**config.mk**
```make
export PLATFORM = sky130hd
export DESIGN_NAME = act_window_limiter
export DESIGN_NICKNAME = d
export VERILOG_FILES = /design/src/rtl/faw_pkg.sv /design/src/rtl/act_mark_decode.sv /design/src/rtl/rank_history.sv /design/src/rtl/act_window_limiter.sv
export SDC_FILE = /design/constraint.sdc
export NUM_CORES = 1
export LEC_CHECK = 0
export BUFFER_PORTS_ARGS = -buffer_cell sky130_fd_sc_hd__buf_2
export CELL_PAD_IN_SITES_DETAIL_PLACEMENT = 1
export CELL_PAD_IN_SITES_GLOBAL_PLACEMENT = 1
export CORE_ASPECT_RATIO = 0.75
export CORE_MARGIN = 2
export CORE_UTILIZATION = 45
export CTS_CLUSTER_SIZE = 14
export DETAILED_ROUTE_END_ITERATION = 8
export PLACE_DENSITY = 0.72
export SYNTH_ARGS = -nofsm -noshare
export SYNTH_HDL_FRONTEND = slang
export SYNTH_SLANG_ARGS = --single-unit
export TNS_END_PERCENT = 100
```
**constraint.sdc**
```tcl
create_clock -name clk -period 9.1 [get_ports clk]
set_input_delay 1.365 -clock clk [delete_from_list [all_inputs] [get_ports clk]]
set_output_delay 1.365 -clock clk [all_outputs]
set_load 0.01 [all_outputs]
```
**src/rtl/faw_pkg.sv**
```systemverilog
package faw_pkg;

  // Limit of activates allowed inside one window per rank.
  localparam int unsigned ACT_LIMIT = 4;

  // Clamp a requested window length to the register depth.
  function automatic int unsigned clamp_window(input int unsigned req,
                                               input int unsigned depth);
    return (req > depth) ? depth : req;
  endfunction

endpackage

```
**src/rtl/act_mark_decode.sv**
```systemverilog
module act_mark_decode #(
  parameter int unsigned NUM_RANKS = 4,
  parameter int unsigned MAX_WIN   = 62,
  localparam int unsigned RANK_W   = (NUM_RANKS > 1) ? $clog2(NUM_RANKS) : 1,
  localparam int unsigned WIN_W    = $clog2(MAX_WIN + 1)
) (
  input  logic                 act_valid,
  input  logic [RANK_W-1:0]    act_rank,
  input  logic [WIN_W-1:0]     win_len,
  output logic [NUM_RANKS-1:0] mark,
  output logic [MAX_WIN-1:0]   top_sel
);
  import faw_pkg::*;

  int unsigned eff_win;

  always_comb begin
    eff_win = clamp_window(int'(win_len), MAX_WIN);
    top_sel = '0;
    if (eff_win != 0) top_sel[eff_win-1] = 1'b1;
  end

  // One select line per rank; gated off when tracking is disabled.
  for (genvar r = 0; r < NUM_RANKS; r++) begin : g_sel
    assign mark[r] = act_valid && (eff_win != 0) && (act_rank == RANK_W'(r));
  end

endmodule

```
**src/rtl/rank_history.sv**
```systemverilog
module rank_history #(
  parameter int unsigned HIST_W = 62,
  parameter int unsigned LIMIT  = 4,
  localparam int unsigned CNT_W = $clog2(HIST_W + 1)
) (
  input  logic              clk,
  input  logic              rst,
  input  logic              mark,
  input  logic [HIST_W-1:0] top_sel,
  output logic [CNT_W-1:0]  cnt_o,
  output logic              hold_o
);

  logic [HIST_W-1:0] hist_q, hist_d;
  logic [CNT_W-1:0]  cnt_q, cnt_d;
  logic              hold_q;

  always_comb begin
    hist_d = (hist_q >> 1) | (mark ? top_sel : '0);
    cnt_d  = cnt_q - CNT_W'(hist_q[0]) + CNT_W'(mark);
  end

  always_ff @(posedge clk) begin
    if (rst) begin
      hist_q <= '0;
      cnt_q  <= '0;
      hold_q <= 1'b0;
    end else begin
      hist_q <= hist_d;
      cnt_q  <= cnt_d;
      hold_q <= (cnt_d >= CNT_W'(LIMIT));
    end
  end

  assign cnt_o  = cnt_q;
  assign hold_o = hold_q;

  p_mark_lands_r2: assert property (@(posedge clk) disable iff (rst)
    mark |=> ((hist_q & $past(top_sel)) != '0));

  p_ageing_r3: assert property (@(posedge clk) disable iff (rst)
    !mark |=> (hist_q == ($past(hist_q) >> 1)));

  p_hold_tracks_r4: assert property (@(posedge clk) disable iff (rst)
    hold_q == (cnt_q >= CNT_W'(LIMIT)));

  p_net_zero_r5: assert property (@(posedge clk) disable iff (rst)
    (mark && hist_q[0]) |=> (cnt_q == $past(cnt_q)));

  p_no_overflow_r8: assert property (@(posedge clk) disable iff (rst)
    cnt_q <= CNT_W'(HIST_W));

endmodule

```
**src/rtl/act_window_limiter.sv**
```systemverilog
module act_window_limiter #(
  parameter int unsigned NUM_RANKS = 4,
  parameter int unsigned MAX_WIN   = 62,
  localparam int unsigned RANK_W   = (NUM_RANKS > 1) ? $clog2(NUM_RANKS) : 1,
  localparam int unsigned WIN_W    = $clog2(MAX_WIN + 1),
  localparam int unsigned CNT_W    = $clog2(MAX_WIN + 1)
) (
  input  logic                       clk,
  input  logic                       rst,
  input  logic                       act_valid,
  input  logic [RANK_W-1:0]          act_rank,
  input  logic [WIN_W-1:0]           win_len,
  output logic [NUM_RANKS-1:0]       rank_hold,
  output logic [NUM_RANKS*CNT_W-1:0] rank_count
);
  import faw_pkg::*;

  logic [NUM_RANKS-1:0] mark_vec;
  logic [MAX_WIN-1:0]   top_sel;

  act_mark_decode #(
    .NUM_RANKS(NUM_RANKS),
    .MAX_WIN  (MAX_WIN)
  ) u_decode (
    .act_valid(act_valid),
    .act_rank (act_rank),
    .win_len  (win_len),
    .mark     (mark_vec),
    .top_sel  (top_sel)
  );

  for (genvar r = 0; r < NUM_RANKS; r++) begin : g_rank
    rank_history #(
      .HIST_W(MAX_WIN),
      .LIMIT (ACT_LIMIT)
    ) u_hist (
      .clk    (clk),
      .rst    (rst),
      .mark   (mark_vec[r]),
      .top_sel(top_sel),
      .cnt_o  (rank_count[r*CNT_W +: CNT_W]),
      .hold_o (rank_hold[r])
    );
  end

  p_single_rank_r8: assert property (@(posedge clk) disable iff (rst)
    $onehot0(mark_vec));

  p_zero_window_r6: assert property (@(posedge clk) disable iff (rst)
    (win_len == '0) |-> (mark_vec == '0));

  p_clamp_r7: assert property (@(posedge clk) disable iff (rst)
    (act_valid && win_len != '0) |-> ($countones(top_sel) == 1));

  p_reset_clear_r1: assert property (@(posedge clk)
    $past(rst) |-> (rank_count == '0 && rank_hold == '0));

endmodule

```
; ---- After elaboration in Yosys (flattened, before gate mapping)
; Cells that the tools add are included.
[classes]
n_mux = 8
bitwise = 4
eq_ne = 3
n_addsub = 9
magnitude_cmp = 7
reduce_logical = 8
[ops]
columns = operator, count
row1 = 62-bit two-way mux, 5
row2 = 61-bit by 62-bit OR with 62-bit output, 4
row3 = 32-bit by 1-bit >= comparator with 1-bit output (second input constant), 1
row4 = 32-bit by 7-bit < comparator with 1-bit output (second input constant), 1
row5 = 32-bit nonzero test, 1
row6 = 32-bit by 1-bit subtractor with 32-bit output (second input constant), 1
row7 = 6-bit by 1-bit adder with 6-bit output, 4
row8 = 6-bit by 3-bit >= comparator with 1-bit output (second input constant), 4
row9 = 6-bit by 1-bit subtractor with 6-bit output, 4
row10 = 1-bit demux with 6-bit select, 1
row11 = 6-bit greater-than comparator (second input constant), 1
row12 = 1-bit logical AND, 6
row13 = 6-bit two-way mux, 1
row14 = 2-bit == test (second input constant), 2
row15 = 2-bit by 1-bit == test with 1-bit output (second input constant), 1
row16 = 2-bit zero test, 1
row17 = 1-bit two-way mux, 1
[totals]
word_cells = 51
out_inout_bits = 28
register_bits = 276

; ---- Logic depth before layout (Yosys ltp)
; Gate-level depths: netlist of the first run.
[logic_depth]
word_depth = 10
mapped_depth = 14
depth_no_buf = 12

; ---- Modules after synthesis
; A second synthesis of the first run with hierarchy kept.
[unflattened]
cells_unflattened = 1084
hier_area_um2 = 9624.2
[modules_own_cells]
columns = mod, seq_area_each_um2, area_each_um2, n_inst, cells_per_inst
row1 = rank_history, 1381.3, 2277.2, 4, 245
row2 = act_mark_decode, 0.0, 515.5, 1, 104

; ---- Least setup slack after synthesis of the first run
; Ideal clock, no wire load.
[synth_path]
kind = input to register
startpoint = in win_len[1]
endpoint = reg g_rank[1].u_hist.hold_q
path_slack_ps = 5124
required_ps = 8976
path_stages = 11
setup_ps = 124
t_arrival_ps = 3852
n_path_buf = 1
cell_sequence = buf_4 nor3_4 nand2_1 nand2_1 ha_1 inv_1 ha_1 a211oi_1 nor4_1 or4_4 a2111o_1
[synth_via]
elab_chain_len = 7
[synth_lines]
columns = element, line_no
row1 = from (decl), act_window_limiter.sv:12  ; input logic [WIN_W-1:0] win_len,
row2 = 6-bit greater-than comparator, faw_pkg.sv:9  ; return (req > depth) ? depth : req;
row3 = 6-bit two-way mux (*), faw_pkg.sv:9
row4 = 32-bit nonzero test (*), act_mark_decode.sv:25  ; assign mark[r] = act_valid && (eff_win != 0) && (act_rank == RANK_W'(r));
row5 = 1-bit logical AND (*) (2 in series), act_mark_decode.sv:25
row6 = 6-bit by 1-bit adder with 6-bit output (*), rank_history.sv:20  ; cnt_d = cnt_q - CNT_W'(hist_q[0]) + CNT_W'(mark);
row7 = 6-bit by 3-bit >= comparator with 1-bit output (*), rank_history.sv:31  ; hold_q <= (cnt_d >= CNT_W'(LIMIT));
row8 = to (signal assigned), rank_history.sv:31
row9 = to (decl), rank_history.sv:16  ; logic hold_q;
; Mark *: on every way between the ends. The rest lies on a longest branch, timed or not.
; A chain may end at the register's enable or synchronous reset.

; ---- Worst setup path after layout of the first run
[layout_path]
startpoint = in win_len[3]
endpoint = reg g_rank[3].u_hist.hist_q[61]
[layout_via]
elab_chain_len = 10
[layout_lines]
columns = element, line_no
row1 = 6-bit greater-than comparator, faw_pkg.sv:9
row2 = 6-bit two-way mux (*), faw_pkg.sv:9
row3 = 32-bit by 1-bit subtractor with 32-bit output, act_mark_decode.sv:20  ; if (eff_win != 0) top_sel[eff_win-1] = 1'b1;
row4 = 32-bit by 1-bit >= comparator with 1-bit output (not written as such) or 32-bit by 7-bit < comparator with 1-bit output (tied branches), act_mark_decode.sv:20
row5 = 1-bit logical AND (not written as such), act_mark_decode.sv:20
row6 = 1-bit two-way mux (not written as such), act_mark_decode.sv:20
row7 = 1-bit demux with 6-bit select, n/a
row8 = 62-bit two-way mux, act_mark_decode.sv:20
row9 = 62-bit two-way mux (*), rank_history.sv:19  ; hist_d = (hist_q >> 1) | (mark ? top_sel : '0);
row10 = 61-bit by 62-bit OR with 62-bit output (*), rank_history.sv:19
row11 = to (signal assigned), rank_history.sv:29  ; hist_q <= hist_d;
row12 = to (decl), rank_history.sv:14  ; logic [HIST_W-1:0] hist_q, hist_d;
; Marked as above.

==> qor.yml, run 1 <==
place:
  place_congestion: 0.774
  dpl.hpwl_um: 17100
  place_area_um2: 10300
  port_buffers: 38
clock_tree:
  cts_max_level: 1
  clk_latency_ns: 0.54
  cts_setup_buffers: 0
  ctsHoldBuffers: 0
  cts_resized: 0
  clockRootBuffer: "clkbuf_16"
  cts_tree: "yes"
  numCtsBuffers: 27
  clock-sinks: 276
  cts.path.max_buffers: 3
  clk_pin_slew_ns: 0.06
die:
  core_um2: 21900
  die_x_um: 176
  fp.dieArea_um2: 23300
  pin_count: 39
  die_h_um: 133
  start_util_pct: 45.4
  rows: 47
timing:
  tightest_slew_ns: 1.08
  min_period_ns: 4.08
  setup_tns_ns: 0
  hold_violations: 0
  maxSlewViolCount: 0
  slew_headroom_pct: 28.1
  fmax_mhz: 245
  post-route-period-util_pct: 44.9
  finalSetupViolCount: 0
  fin_skew_ns: 0.0128
  rsz0062_at_grt: "no"
detailed_routing:
  drt_iter0_drc: 595
  num_vias: 7630
  drc: 0
  final_antenna_net_count: 0
  wl_um: 27700
  wl_per_cell_um: 20.3
  first_pass_iters: 5
  via_per_inst: 5.60
setup_path:
  path_class: "in -> reg"
  crit_path_start_kind: "input port"
  cpMaxStageDelayCell: "mux2i_2"
  end_kind: "register"
  cp_data_required_time_ns: 9.57
  worstReg2RegStart: "g_rank[3].u_hist.hist_q[0]"
  worstSetupStartpoint: "win_len[3]"
  r2r_setup_slack_ns: 6.74
  worstPathMaxFanout: 20
  arrival_ns: 4.55
  slowest_delay_ns: 0.74
  reg2reg_depth: 7
  worstPathCellList: "buf_2 -> nor4_4 -> nor2b_1 -> ha_1 -> or3_1 -> mux2i_2 -> nand2_1 -> nor2_1"
final_layout:
  fillers: 2463
  diodes: 0
  drive_above_1_share_pct: 11.2
  syn2layout_area_growth_pct: 13.0
  multi_input_area_um2: 3990
  nets: 1091
  regArea_um2: 5530
  final_area_um2: 11200
outcome:
  outcome: "finished, final reports clean"
run:
  cap_violations: 0
global_route:
  grt_pass1_wl_um: 44000
  grt_overflow: 0
  antenna_found_initial: 0
  track_usage_pct: 24.0
  grt_max_degree: 99
  grt_pass1_vias: 7613
synth:
  yosysWarnings: 0
  synth_cells: 1039
  yosysUniqueCellTypes: 55
  synth_seq_cells: 276
  synth_edf_count: 0
  syn_nets: 1079
  yosysSeqAreaShare_pct: 55.6
  synth_flop_cell: "dfxtp_1"
  async_reset_ff_share_pct: 0
  synth.avg_cell_area_um2: 9.57
  syn_area_um2: 9940
worst_hold_path:
  holdPathStages: 1
  min_path_type: "reg -> reg"
  min_from: "g_rank[0].u_hist.hist_q[54]"
power:
  max-vdd-ir-drop_v: 0.000147
  total_leakage_power_nw: 4.21
  powerDensity_nw_per_um2: 239
==> registers in the layout (all words and copies together) (netlist names) <==
register	count
g_rank.u_hist.cnt_o	24
g_rank.u_hist.hist_q	248
g_rank.u_hist.hold_o	4
==> cells by family after synthesis <==
| group | count (synthesis) | synth area share (%) |
|---|---|---|
| AO/OA/AOI/OAI | 283 | 18.3 |
| adder cells (fa/ha/maj) | 29 | 3.95 |
| AND/OR/NAND/NOR | 328 | 16.0 |
| buffers and inverters | 109 | 4.71 |
| multiplexers | 6 | 0.717 |
| flip-flops | 276 | 55.6 |
| XOR/XNOR | 8 | 0.705 |
==> cells in the final DEF, fill, tap and decap left out, types with 5 or more instances in the layout <==
| cell | count |
|---|---|
| buf_4 | 11 |
| dfxtp_1 | 276 |
| o22ai_1 | 7 |
| clkinv_2 | 5 |
| nand2_1 | 25 |
| nand2b_1 | 10 |
| a211oi_1 | 8 |
| a31oi_1 | 12 |
| nor3_1 | 16 |
| nand3_1 | 8 |
| o2bb2ai_1 | 69 |
| a21oi_1 | 160 |
| inv_1 | 42 |
| xnor2_1 | 8 |
| clkbuf_16 | 27 |
| nor2b_1 | 11 |
| nor2_1 | 203 |
| nand3b_1 | 7 |
| o21ai_0 | 7 |
| nor4_1 | 10 |
| ha_1 | 25 |
| clkbuf_8 | 5 |
| buf_2 | 37 |
==> area by class of cell <==
class / instances / share of cell area (%)
tap: 294 / 3.27
clock inverter: 11 / 1.44
clock buffer: 35 / 6.73
multi-input combinational: 654 / 35.5
sequential: 276 / 49.2
inverter: 43 / 1.44
timing repair buffer: 49 / 2.48
==> stage by stage <==
step | std cells | util [%] | total power, mW | hold WS, ns | setup slack (ns)
5_1_grt | 1362 | 51.4 | 2.79 | 0.453 | 4.82
4_1_cts | 1362 | 51.4 | 2.71 | 0.433 | 5.10
6_report | 1362 | 51.4 | 2.69 | 0.422 | 5.02
3_3_place_gp | 1316 | 47.2 | 1.54 | 0.410 | 4.61
2_1_floorplan | 1039 | - | 1.48 | 0.410 | 5.12
3_5_place_dp | 1316 | 47.2 | 1.55 | 0.417 | 4.58
==> final timing paths <==
| kind | endpoint |
|---|---|
| worst max-delay path | g_rank[3].u_hist.hist_q[61] |
| worst min-delay path | g_rank[0].u_hist.hist_q[53] |
| worst max register to register | g_rank[3].u_hist.hold_o |
| worst min register to register | g_rank[0].u_hist.hist_q[53] |
==> layer usage <==
layer | up-vias | share of wire (%) | track usage, %
met5 | - | 0 | 0
met4 | 0 | 1.5 | 3.81
met3 | 36 | 4.1 | 3.33
met2 | 136 | 44 | 37.8
met1 | 3837 | 51 | 35.7
li1 | 3621 | - | -
==> synth_stat cells, drive strengths merged, types with 3 or more instances <==
cell	count	area, um^2
o22ai	7	43.8
nor4b	4	47.6
o21ai	7	35.0
nor3	19	111
nor4	12	90.1
or4	3	30.0
or4b	4	51.3
nor2	208	813
mux2	3	33.8
clkbuf	24	90.1
nand3b	7	52.6
dfxtp	276	5530
mux2i	3	37.5
o21a	4	30.0
nor2b	11	68.8
or3	3	18.8
nor3b	3	22.5
a31oi	12	75.1
inv	43	161
ha	25	313
o2bb2ai	69	604
a211oi	9	67.6
fa	4	80.1
xnor2	8	70.1
nand3	8	40.0
nand2	25	93.8
buf	42	216
a21oi	160	801
nand2b	10	62.6
o211a	4	40.0
==> worst max-delay path, delay by kind of cell <==
family        cells  cell delay (ns)
simple gates      5             1.77
mux               1             0.74
fa+ha+maj         1             0.48
buf+inv           1             0.19
==> report_power, final <==
part           internal (mW)  switching (mW)  total (mW)
combinational          0.102           0.171       0.273
sequential              1.24          0.0156        1.25
clock                  0.695           0.467        1.16
Note: power is estimated with default switching activity, not from simulation.
==> run 2: changes to the inputs <==
clock period = 4 ns   (was 9.1 ns; I/O delays follow)
==> qor.yml, run 2 (synthesis results as in run 1) <==
outcome:
  outcome: "finished, final reports clean"
timing:
  post-route-period-util_pct: 77.6
  setup_tns_ns: 0  # unchanged
  fmax_mhz: 322
  tightest_slew_ns: 0.889  # -0.189 ns
  rsz0062_at_grt: "no"
  finalSetupViolCount: 0  # unchanged
  fin_skew_ns: 0.0113  # -0.00153 ns
  maxSlewViolCount: 0  # unchanged
  min_period_ns: 3.10
  hold_violations: 0  # unchanged
  slew_headroom_pct: 40.7  # +13 points
final_layout:
  nets: 1107  # +1.5%
  syn2layout_area_growth_pct: 14.8
  multi_input_area_um2: 3990  # unchanged
  largest_reg_flops: 248  # unchanged
  diodes: 0  # unchanged
  instances_no_fill: 1381  # +1.4%
  drive_above_1_share_pct: 12.5  # +1.3 points
  final_cell_mix: "dfxtp_1, nor2_1, a21oi_1"
  regArea_um2: 5530  # unchanged
  layout_commonest_cell: "dfxtp_1"
  regMostFlops: "g_rank.u_hist.hist_q"
  fillers: 2500  # +1.5%
setup_path:
  end_kind: "register"
  path_class: "in -> reg"
  worstPathMaxFanout: 8  # -60%
  slowest_delay_ns: 0.48  # -0.26 ns
  arrival_ns: 3.48  # -1.07 ns
  crit_path_start_kind: "input port"
  cpMaxStageDelayCell: "nor3b_1"
  worstPathCellList: "buf_2 -> nor3b_1 -> nand2_1 -> ha_1 -> inv_1 -> ha_1 -> inv_1 -> fa_1 -> nor2b_1 -> nor3_1 -> nor4_1 -> o311ai_0"
  path_buf_inv: 3  # +2
  cp_data_required_time_ns: 4.37  # -5.20 ns
  critPathTopFamily: "simple AND/OR/NAND/NOR gates"
clock_tree:
  cts_max_level: 1  # unchanged
  clock-sinks: 276  # unchanged
  cts_resized: 0  # unchanged
  cts.path.max_buffers: 3  # unchanged
  cts_tree: "yes"
  clk_latency_ns: 0.54  # about the same
  clk_pin_slew_ns: 0.06  # about the same
  numCtsBuffers: 27  # unchanged
  ctsHoldBuffers: 0  # unchanged
  cts_setup_buffers: 0  # unchanged
  clockRootBuffer: "clkbuf_16"
power:
  p_seq_share_pct: 46.3  # -0.3 points
  swShare_pct: 24.4  # +0.099 points
  p_comb_share_pct: 10.3  # +0.2 points
  powerDensity_nw_per_um2: 540  # +130%
  max-vdd-ir-drop_v: 0.000337  # +130%
  total_leakage_power_nw: 4.31  # +2.3%
  p_clk_share_pct: 43.4  # +0.2 points
  switchingPower_mw: 1.50  # +130%
  p_int_mw: 4.66  # +130%
die:
  rows: 47  # unchanged
  pin_count: 39  # unchanged
  fp.dieArea_um2: 23300  # unchanged
  core_um2: 21900  # unchanged
  die_x_um: 176  # unchanged
  die_h_um: 133  # unchanged
  start_util_pct: 45.4  # unchanged
detailed_routing:
  drc: 0  # unchanged
  wl_met2_um: 12100  # -0.20%
  top_layer: "met4"
  drt_iter0_drc: 473  # -21%
  via_per_inst: 5.60  # about the same
  routed-wl-met3_um: 1150  # about the same
  wl_met1_um: 14100  # +0.31%
  wl_um: 27800  # +0.55%
  first_pass_iters: 5  # unchanged
  wl_per_cell_um: 20.2  # -0.83%
  num_vias: 7740  # +1.4%
  final_antenna_net_count: 0  # unchanged
global_route:
  antenna_found_initial: 0  # unchanged
  grt_pass1_vias: 7605  # -0.11%
  grt_overflow: 0  # unchanged
  track_usage_pct: 23.7  # -0.26 points
  grt_max_degree: 84  # -15%
  grt_pass1_wl_um: 43400  # -1.3%
place:
  placed_cells: 1332  # +1.2%
  dpl.hpwl_um: 17200  # +0.63%
  place_congestion: 0.813  # +5.1%
  port_buffers: 38  # unchanged
run:
  cap_violations: 0  # unchanged
worst_hold_path:
  min_path_type: "reg -> reg"
[run 2: worst reg2reg max path, stage by stage, from the launching register on]
cell	delay (ns)
dfxtp_1	0.30
ha_1	0.29
inv_1	0.07
ha_1	0.16
inv_1	0.05
fa_1	0.38
nor2b_1	0.25
nor3_1	0.13
nor4_1	0.46
o311ai_0	0.22
[run 2: final cells by class]
cell class / instances / area share (%)
flip-flops and latches: 276 / 48.4
multi-input cells: 654 / 34.9
clock buffers: 38 / 6.72
repair buffers: 65 / 3.83
well taps: 294 / 3.22
clock inverters: 11 / 1.51
inverters: 43 / 1.41
[run 2: layer usage]
| metal | GRT usage, % | vias up |
|---|---|---|
| met2 | 36.1 | 134 |
| li1 | - | 3664 |
| met1 | 35.5 | 3905 |
| met3 | 3.56 | 37 |
| met4 | 5.42 | 0 |
| met5 | 0 | - |
[run 2: power by group through the flow]
stage          Combinational, mW  Sequential [mW]  Clock (mW)
3_5_place_dp               0.624             2.91           0
6_report                   0.633             2.85        2.67
2_1_floorplan              0.432             2.93           0
4_1_cts                    0.634             2.85        2.72
5_1_grt                    0.697             2.86        2.83
3_3_place_gp               0.612             2.91           0
[run 2: worst paths after layout]
path	from	endpoint	slack, ns	depth (start not counted)
setup reg to reg	g_rank[0].u_hist.hist_q[0]	g_rank[0].u_hist.hold_o	1.53	9
hold reg to reg	g_rank[3].u_hist.hist_q[16]	g_rank[3].u_hist.hist_q[15]	0.43	1
setup / recovery	act_valid	g_rank[0].u_hist.hold_o	0.90	12
hold / removal	g_rank[3].u_hist.hist_q[16]	g_rank[3].u_hist.hist_q[15]	0.43	1
[run 2: stage by stage]
stage	utilization, %	cell area (um^2)	hold WS (ns)	total power [mW]	setup WS [ns]
floorplan	-	9940	0.410	3.36	0.789
global placement	47.9	10500	0.412	3.53	0.584
detailed placement	47.9	10500	0.418	3.54	0.504
CTS	52.2	11400	0.433	6.20	0.927
global route	52.2	11400	0.450	6.39	0.662
finish	52.2	11400	0.431	6.16	0.895
